$ cat config.mk
export PLATFORM = sky130hd
export DESIGN_NAME = bfp_shifter
export DESIGN_NICKNAME = d
export VERILOG_FILES = /design/src/rtl/bfp_pkg.sv /design/src/rtl/bfp_place.sv /design/src/rtl/bfp_barrel.sv /design/src/rtl/bfp_expdet.sv /design/src/rtl/bfp_shifter.sv
export SDC_FILE = /design/constraint.sdc
export NUM_CORES = 1
export LEC_CHECK = 0
export BUFFER_PORTS_ARGS = -buffer_cell sky130_fd_sc_hd__clkbuf_2
export CAP_MARGIN = 20
export CELL_PAD_IN_SITES_DETAIL_PLACEMENT = 2
export CELL_PAD_IN_SITES_GLOBAL_PLACEMENT = 2
export CORE_ASPECT_RATIO = 0.9
export CORE_UTILIZATION = 25
export DETAILED_ROUTE_END_ITERATION = 16
export PLACE_DENSITY = 0.7
export SYNTH_ARGS = -nofsm -noshare
export SYNTH_HDL_FRONTEND = slang
export SYNTH_SLANG_ARGS = --single-unit
$ cat constraint.sdc
create_clock -name clk -period 11.8 [get_ports clk]
set_input_delay 2.36 -clock clk [delete_from_list [all_inputs] [get_ports clk]]
set_output_delay 2.36 -clock clk [all_outputs]
set_load 0.1 [all_outputs]
$ cat src/rtl/bfp_pkg.sv
package bfp_pkg;
  typedef enum logic [2:0] {
    OP_LSH    = 3'd0,
    OP_ASH    = 3'd1,
    OP_NORM   = 3'd2,
    OP_DENORM = 3'd3,
    OP_EXPD   = 3'd4
  } bfp_op_e;

  typedef struct packed {
    logic is_shift;   // writes the result register
    logic arith;      // sign fill on right shifts
    logic negate;     // count is the negated amount
  } bfp_ctl_t;
endpackage

$ cat src/rtl/bfp_place.sv
module bfp_place #(
  parameter int DATA_W = 16,
  localparam int FW = 2 * DATA_W
) (
  input  logic [DATA_W-1:0] din,
  input  logic              hi_sel,
  input  logic              sext,
  output logic [FW-1:0]     field
);
  logic ext_bit;
  assign ext_bit = sext & din[DATA_W-1];

  always_comb begin
    if (hi_sel) field = {din, {DATA_W{1'b0}}};
    else        field = {{DATA_W{ext_bit}}, din};
  end
endmodule

$ cat src/rtl/bfp_barrel.sv
module bfp_barrel #(
  parameter int W  = 32,
  parameter int CW = 9,
  localparam int SW = $clog2(W)
) (
  input  logic [W-1:0]  field,
  input  logic [CW-1:0] cnt,     // two's complement, positive = left
  input  logic          arith,
  output logic [W-1:0]  shifted
);
  localparam logic [CW-1:0] W_C = CW'(W);

  logic          go_right;
  logic [CW-1:0] mag;
  logic          over;
  logic          fill;

  assign go_right = cnt[CW-1];
  assign mag      = go_right ? (~cnt + 1'b1) : cnt;
  assign over     = (mag >= W_C);
  assign fill     = arith & field[W-1];

  logic [W-1:0] lst [0:SW];
  logic [W-1:0] rst_ [0:SW];

  assign lst[0]  = field;
  assign rst_[0] = field;

  for (genvar k = 0; k < SW; k++) begin : g_stage
    localparam int STEP = 1 << k;
    logic [W-1:0] top_fill;
    assign top_fill = fill ? ~({W{1'b1}} >> STEP) : {W{1'b0}};
    assign lst[k+1]  = mag[k] ? (lst[k] << STEP) : lst[k];
    assign rst_[k+1] = mag[k] ? ((rst_[k] >> STEP) | top_fill) : rst_[k];
  end

  always_comb begin
    if (over)          shifted = go_right ? {W{fill}} : {W{1'b0}};
    else if (go_right) shifted = rst_[SW];
    else               shifted = lst[SW];
  end
endmodule

$ cat src/rtl/bfp_expdet.sv
module bfp_expdet #(
  parameter int DATA_W = 16,
  parameter int EXP_W  = 8
) (
  input  logic [DATA_W-1:0] din,
  output logic [EXP_W-1:0]  exp_val
);
  logic [EXP_W-1:0] run_len;
  logic             in_run;

  always_comb begin
    run_len = '0;
    in_run  = 1'b1;
    for (int i = DATA_W - 2; i >= 0; i--) begin
      if (in_run && (din[i] == din[DATA_W-1])) run_len = run_len + 1'b1;
      else                                     in_run  = 1'b0;
    end
    exp_val = ~run_len + 1'b1;
  end
endmodule

$ cat src/rtl/bfp_shifter.sv
module bfp_shifter #(
  parameter int DATA_W = 16,
  parameter int AMT_W  = 8,
  parameter int EXP_W  = 8,
  localparam int RES_W = 2 * DATA_W,
  localparam int CW    = AMT_W + 1
) (
  input  logic              clk,
  input  logic              rst,
  input  logic              en,
  input  logic [2:0]        op,
  input  logic              hi_sel,
  input  logic              or_mode,
  input  logic [AMT_W-1:0]  amt,
  input  logic [DATA_W-1:0] din,
  output logic [RES_W-1:0]  result,
  output logic [EXP_W-1:0]  exp_out
);
  import bfp_pkg::*;

  bfp_op_e  opc;
  bfp_ctl_t ctl;

  assign opc = bfp_op_e'(op);

  always_comb begin
    ctl = '0;
    unique case (opc)
      OP_LSH:    ctl = '{is_shift: 1'b1, arith: 1'b0, negate: 1'b0};
      OP_ASH:    ctl = '{is_shift: 1'b1, arith: 1'b1, negate: 1'b0};
      OP_NORM:   ctl = '{is_shift: 1'b1, arith: 1'b0, negate: 1'b1};
      OP_DENORM: ctl = '{is_shift: 1'b1, arith: 1'b1, negate: 1'b1};
      default:   ctl = '0;
    endcase
  end

  logic [CW-1:0] amt_x;
  logic [CW-1:0] cnt;
  assign amt_x = {amt[AMT_W-1], amt};
  assign cnt   = ctl.negate ? (~amt_x + 1'b1) : amt_x;

  logic [RES_W-1:0] field;
  logic [RES_W-1:0] shifted;
  logic [EXP_W-1:0] exp_val;

  bfp_place #(.DATA_W(DATA_W)) u_place (
    .din    (din),
    .hi_sel (hi_sel),
    .sext   (ctl.arith),
    .field  (field)
  );

  bfp_barrel #(.W(RES_W), .CW(CW)) u_barrel (
    .field   (field),
    .cnt     (cnt),
    .arith   (ctl.arith),
    .shifted (shifted)
  );

  bfp_expdet #(.DATA_W(DATA_W), .EXP_W(EXP_W)) u_expdet (
    .din     (din),
    .exp_val (exp_val)
  );

  logic [RES_W-1:0] result_q;
  logic [EXP_W-1:0] exp_q;

  always_ff @(posedge clk) begin
    if (rst) begin
      result_q <= '0;
      exp_q    <= '0;
    end else if (en) begin
      if (ctl.is_shift)
        result_q <= or_mode ? (result_q | shifted) : shifted;
      if (opc == OP_EXPD)
        exp_q <= exp_val;
    end
  end

  assign result  = result_q;
  assign exp_out = exp_q;
endmodule

==> results.sh <==
export IMPL_fin_util_pct=28.89
export IMPL_core_mm2=0.02923
export IMPL_critPathKind="input port to register"
export IMPL_slowest_stage="or4_4"
export IMPL_clock_sinks=40
export IMPL_synth_cell_types=88
export IMPL_max_stage_delay_ps=570
export IMPL_drive_gt1_share_pct=16.64
export IMPL_whs_ps=455.3
export IMPL_hold_class="register to register"
export IMPL_finalNetCount=1122
export IMPL_num_vias=8817
export IMPL_floorplan_io_pins=72
export IMPL_crit_required_ps=11970
export IMPL_synth_edf_count=0
export IMPL_period_minus_slack_ps=11160
export IMPL_first_global_vias=9006
export IMPL_drt_iter0_markers=536
export IMPL_arrival_ps=11340
export IMPL_route_detailed_drc=0
export IMPL_p_leak_nw=3.195
export IMPL_synthTopCellsByArea="dfxtp_1 11%, mux2i_1 7.7%, mux4_2 6.9%"
export IMPL_place_congestion=0.9184
export IMPL_die_y_um=166.7
export IMPL_h_tree_depth=2
export IMPL_max_cap_viol_count=0
export IMPL_grt_pass1_wl_um=51930
export IMPL_worst_pin_slew_ps=959.0
export IMPL_path_max_fanout=15
export IMPL_cts_hold_buf=0
export IMPL_grt_max_degree=67
export IMPL_antennaDiodeCount=0
export IMPL_cts_tree="built"
export IMPL_slew_viol_final=0
export IMPL_grt_overflow_total=0
export IMPL_fmax_mhz=89.57
export IMPL_p_per_area_mw_per_mm2=87.84
export IMPL_viasPerCell=5.990
export IMPL_netlist_area_leader_share_pct=10.63
export IMPL_period_share_pct=94.61
export IMPL_clockRootBuffer="clkbuf_16"
export IMPL_synth_main_ff_cell="dfxtp_1"
export IMPL_endpoint_kind="register"
export IMPL_clk_latency_ps=290
export IMPL_num_rows=59
export IMPL_async_flop_share_pct=0
export IMPL_clock_skew_ps=0
export IMPL_ant_nets=0
export IMPL_dp_final_hpwl_um=25080
export IMPL_yosysSeqAreaShare_pct=10.63
export IMPL_drt_wl_total_um=32920
export IMPL_netlist_area_mm2=0.007532
export IMPL_dieArea_mm2=0.03083
export IMPL_hold_viol_final=0
export IMPL_synth_largest_area_cell="dfxtp_1"
export IMPL_cts_clk_slew_worst_paths_ps=60
export IMPL_grt_use_total_pct=21.21
export IMPL_path_common_cell="ha_1"
export IMPL_ys_ff_latch=40
export IMPL_synth_area_per_cell_um2=7.073
export IMPL_start_util_pct=25.77
export IMPL_setup_violations=0
export IMPL_status="finished clean"
export IMPL_cts_buffer_depth=2
export IMPL_syn_inst=1065
export IMPL_cp_start_kind="input port"
export IMPL_wl_per_cell_um=22.36
export IMPL_synthesis_nets=1112
export IMPL_portBuffers=71
export IMPL_vdd_ir_drop_max_uv=59.11
export IMPL_numCtsBuffers=5
export IMPL_firstDrtPassIters=5
export IMPL_fp_dieW_um=185.0
export IMPL_yosys_warnings=0
export IMPL_slew_headroom_pct=35.93
export IMPL_antenna_found_initial=0
export IMPL_area_growth_pct=12.14
==> cells in the mapped netlist (9+ instances only) <==
library cell and count:
a211oi_1 21, a21oi_1 99, a221oi_1 13, a22oi_1 14, a31oi_1 12, and2_1 12
and3_1 13, buf_1 9, clkbuf_1 71, dfxtp_1 40, ha_1 15, inv_1 18
mux2_2 9, mux2i_1 58, mux4_2 23, nand2_1 94, nand2b_1 21, nand3_1 44
nor2_1 104, nor2b_1 10, nor3_1 34, o211ai_1 14, o21ai_0 79, o22ai_1 12
or3_1 9, xnor2_1 26
==> layout make-up <==
cell class	count	area [µm²]
Clock buffer	6	138.9
Clock inverter	2	10.01
Fill cell	3523	20790
Inverter	20	75.07
Multi-Input combinational cell	915	6406
Sequential cell	40	800.8
Tap cell	396	495.5
Timing Repair Buffer	93	520.5
==> power breakdown <==
| part | switching [mW] | internal (mW) | total, mW |
|---|---|---|---|
| registers | 0.00309 | 0.141 | 0.144 |
| clock network | 0.0565 | 0.0834 | 0.140 |
| logic | 0.314 | 0.144 | 0.458 |
==> layer usage <==
| metal | part of all wire [%] | vias to the layer above | wire (µm) | global-route usage (%) |
|---|---|---|---|---|
| li1 | - | 4086 | - | - |
| met1 | 47 | 4494 | 15440 | 29.10 |
| met2 | 46 | 192 | 15240 | 34.50 |
| met3 | 4.3 | 45 | 1409 | 2.821 |
| met4 | 2.5 | 0 | 833 | 5.821 |
| met5 | 0 | - | 0 | 0 |
==> logic make-up after synthesis <==
| group | after synthesis | share of synthesized area, % |
|---|---|---|
| AO/OA/AOI/OAI | 392 | 35.30 |
| buffers and inverters | 110 | 5.814 |
| adder cells (fa/ha/maj) | 15 | 2.492 |
| AND/OR/NAND/NOR | 381 | 24.62 |
| multiplexers | 90 | 15.93 |
| flip-flops | 40 | 10.63 |
| XOR/XNOR | 37 | 5.216 |
==> metrics by stage <==
stage / setup WS (ps) / TNS (ps) / std cells / total power, mW / area (µm²)
after floorplan: 758.9 / 0 / 1065 / 0.4681 / 7532
after global placement: 489.3 / 0 / 1462 / 0.5849 / 8208
after detailed placement: -111.8 / -213.4 / 1462 / 0.5944 / 8208
after CTS: 201.9 / 0 / 1470 / 0.7385 / 8357
after global routing: -8.631 / -8.631 / 1472 / 0.7865 / 8447
final: 635.6 / 0 / 1472 / 0.7420 / 8447
==> worst paths after layout <==
check                           from                 endpoint  slack [ps]  cells after the start
max reg2reg  result[23]$_SDFFE_PP0P_  result[23]$_SDFFE_PP0P_       10890                      2
max                          din[15]  exp_out[5]$_SDFFE_PP0P_         640                     48
min          result[26]$_SDFFE_PP0P_  result[26]$_SDFFE_PP0P_         460                      2
min reg2reg  result[26]$_SDFFE_PP0P_  result[26]$_SDFFE_PP0P_         460                      2
==> critical path, delay by kind of cell <==
kind / cells / cell delay [ps]
adder cells (fa/ha/maj): 11 / 3240
multiplexers: 4 / 420
AO/OA/AOI/OAI: 17 / 2340
AND/OR/NAND/NOR: 12 / 2380
buffers and inverters: 3 / 360
XOR/XNOR: 1 / 180
==> repair_timing <==
item / CTS / global route
hold endpoints to repair: 0 / 0
endpoints found under the setup margin: 0 / 6
setup buffers: 0 / 2
resized for setup: 0 / 17
==> flip-flops by register name (all words and copies together), names as in the netlist <==
register	cells
result	32
exp_out	8
==> placed cells by master, fill, tap and decap left out, types with 18 or more instances in the layout <==
cell type / netlist / routed
clkbuf_2: 0 / 69
inv_1: 18 / 18
mux4_2: 23 / 23
o21ai_0: 79 / 78
buf_4: 0 / 22
a21oi_1: 99 / 97
nor3_1: 34 / 33
nand2b_1: 21 / 21
xnor2_1: 26 / 22
nor2_1: 104 / 102
nand2_1: 94 / 93
dfxtp_1: 40 / 40
mux2i_1: 58 / 58
nand3_1: 44 / 40
a211oi_1: 21 / 21
No activity file was read; power rests on OpenSTA's default activity.
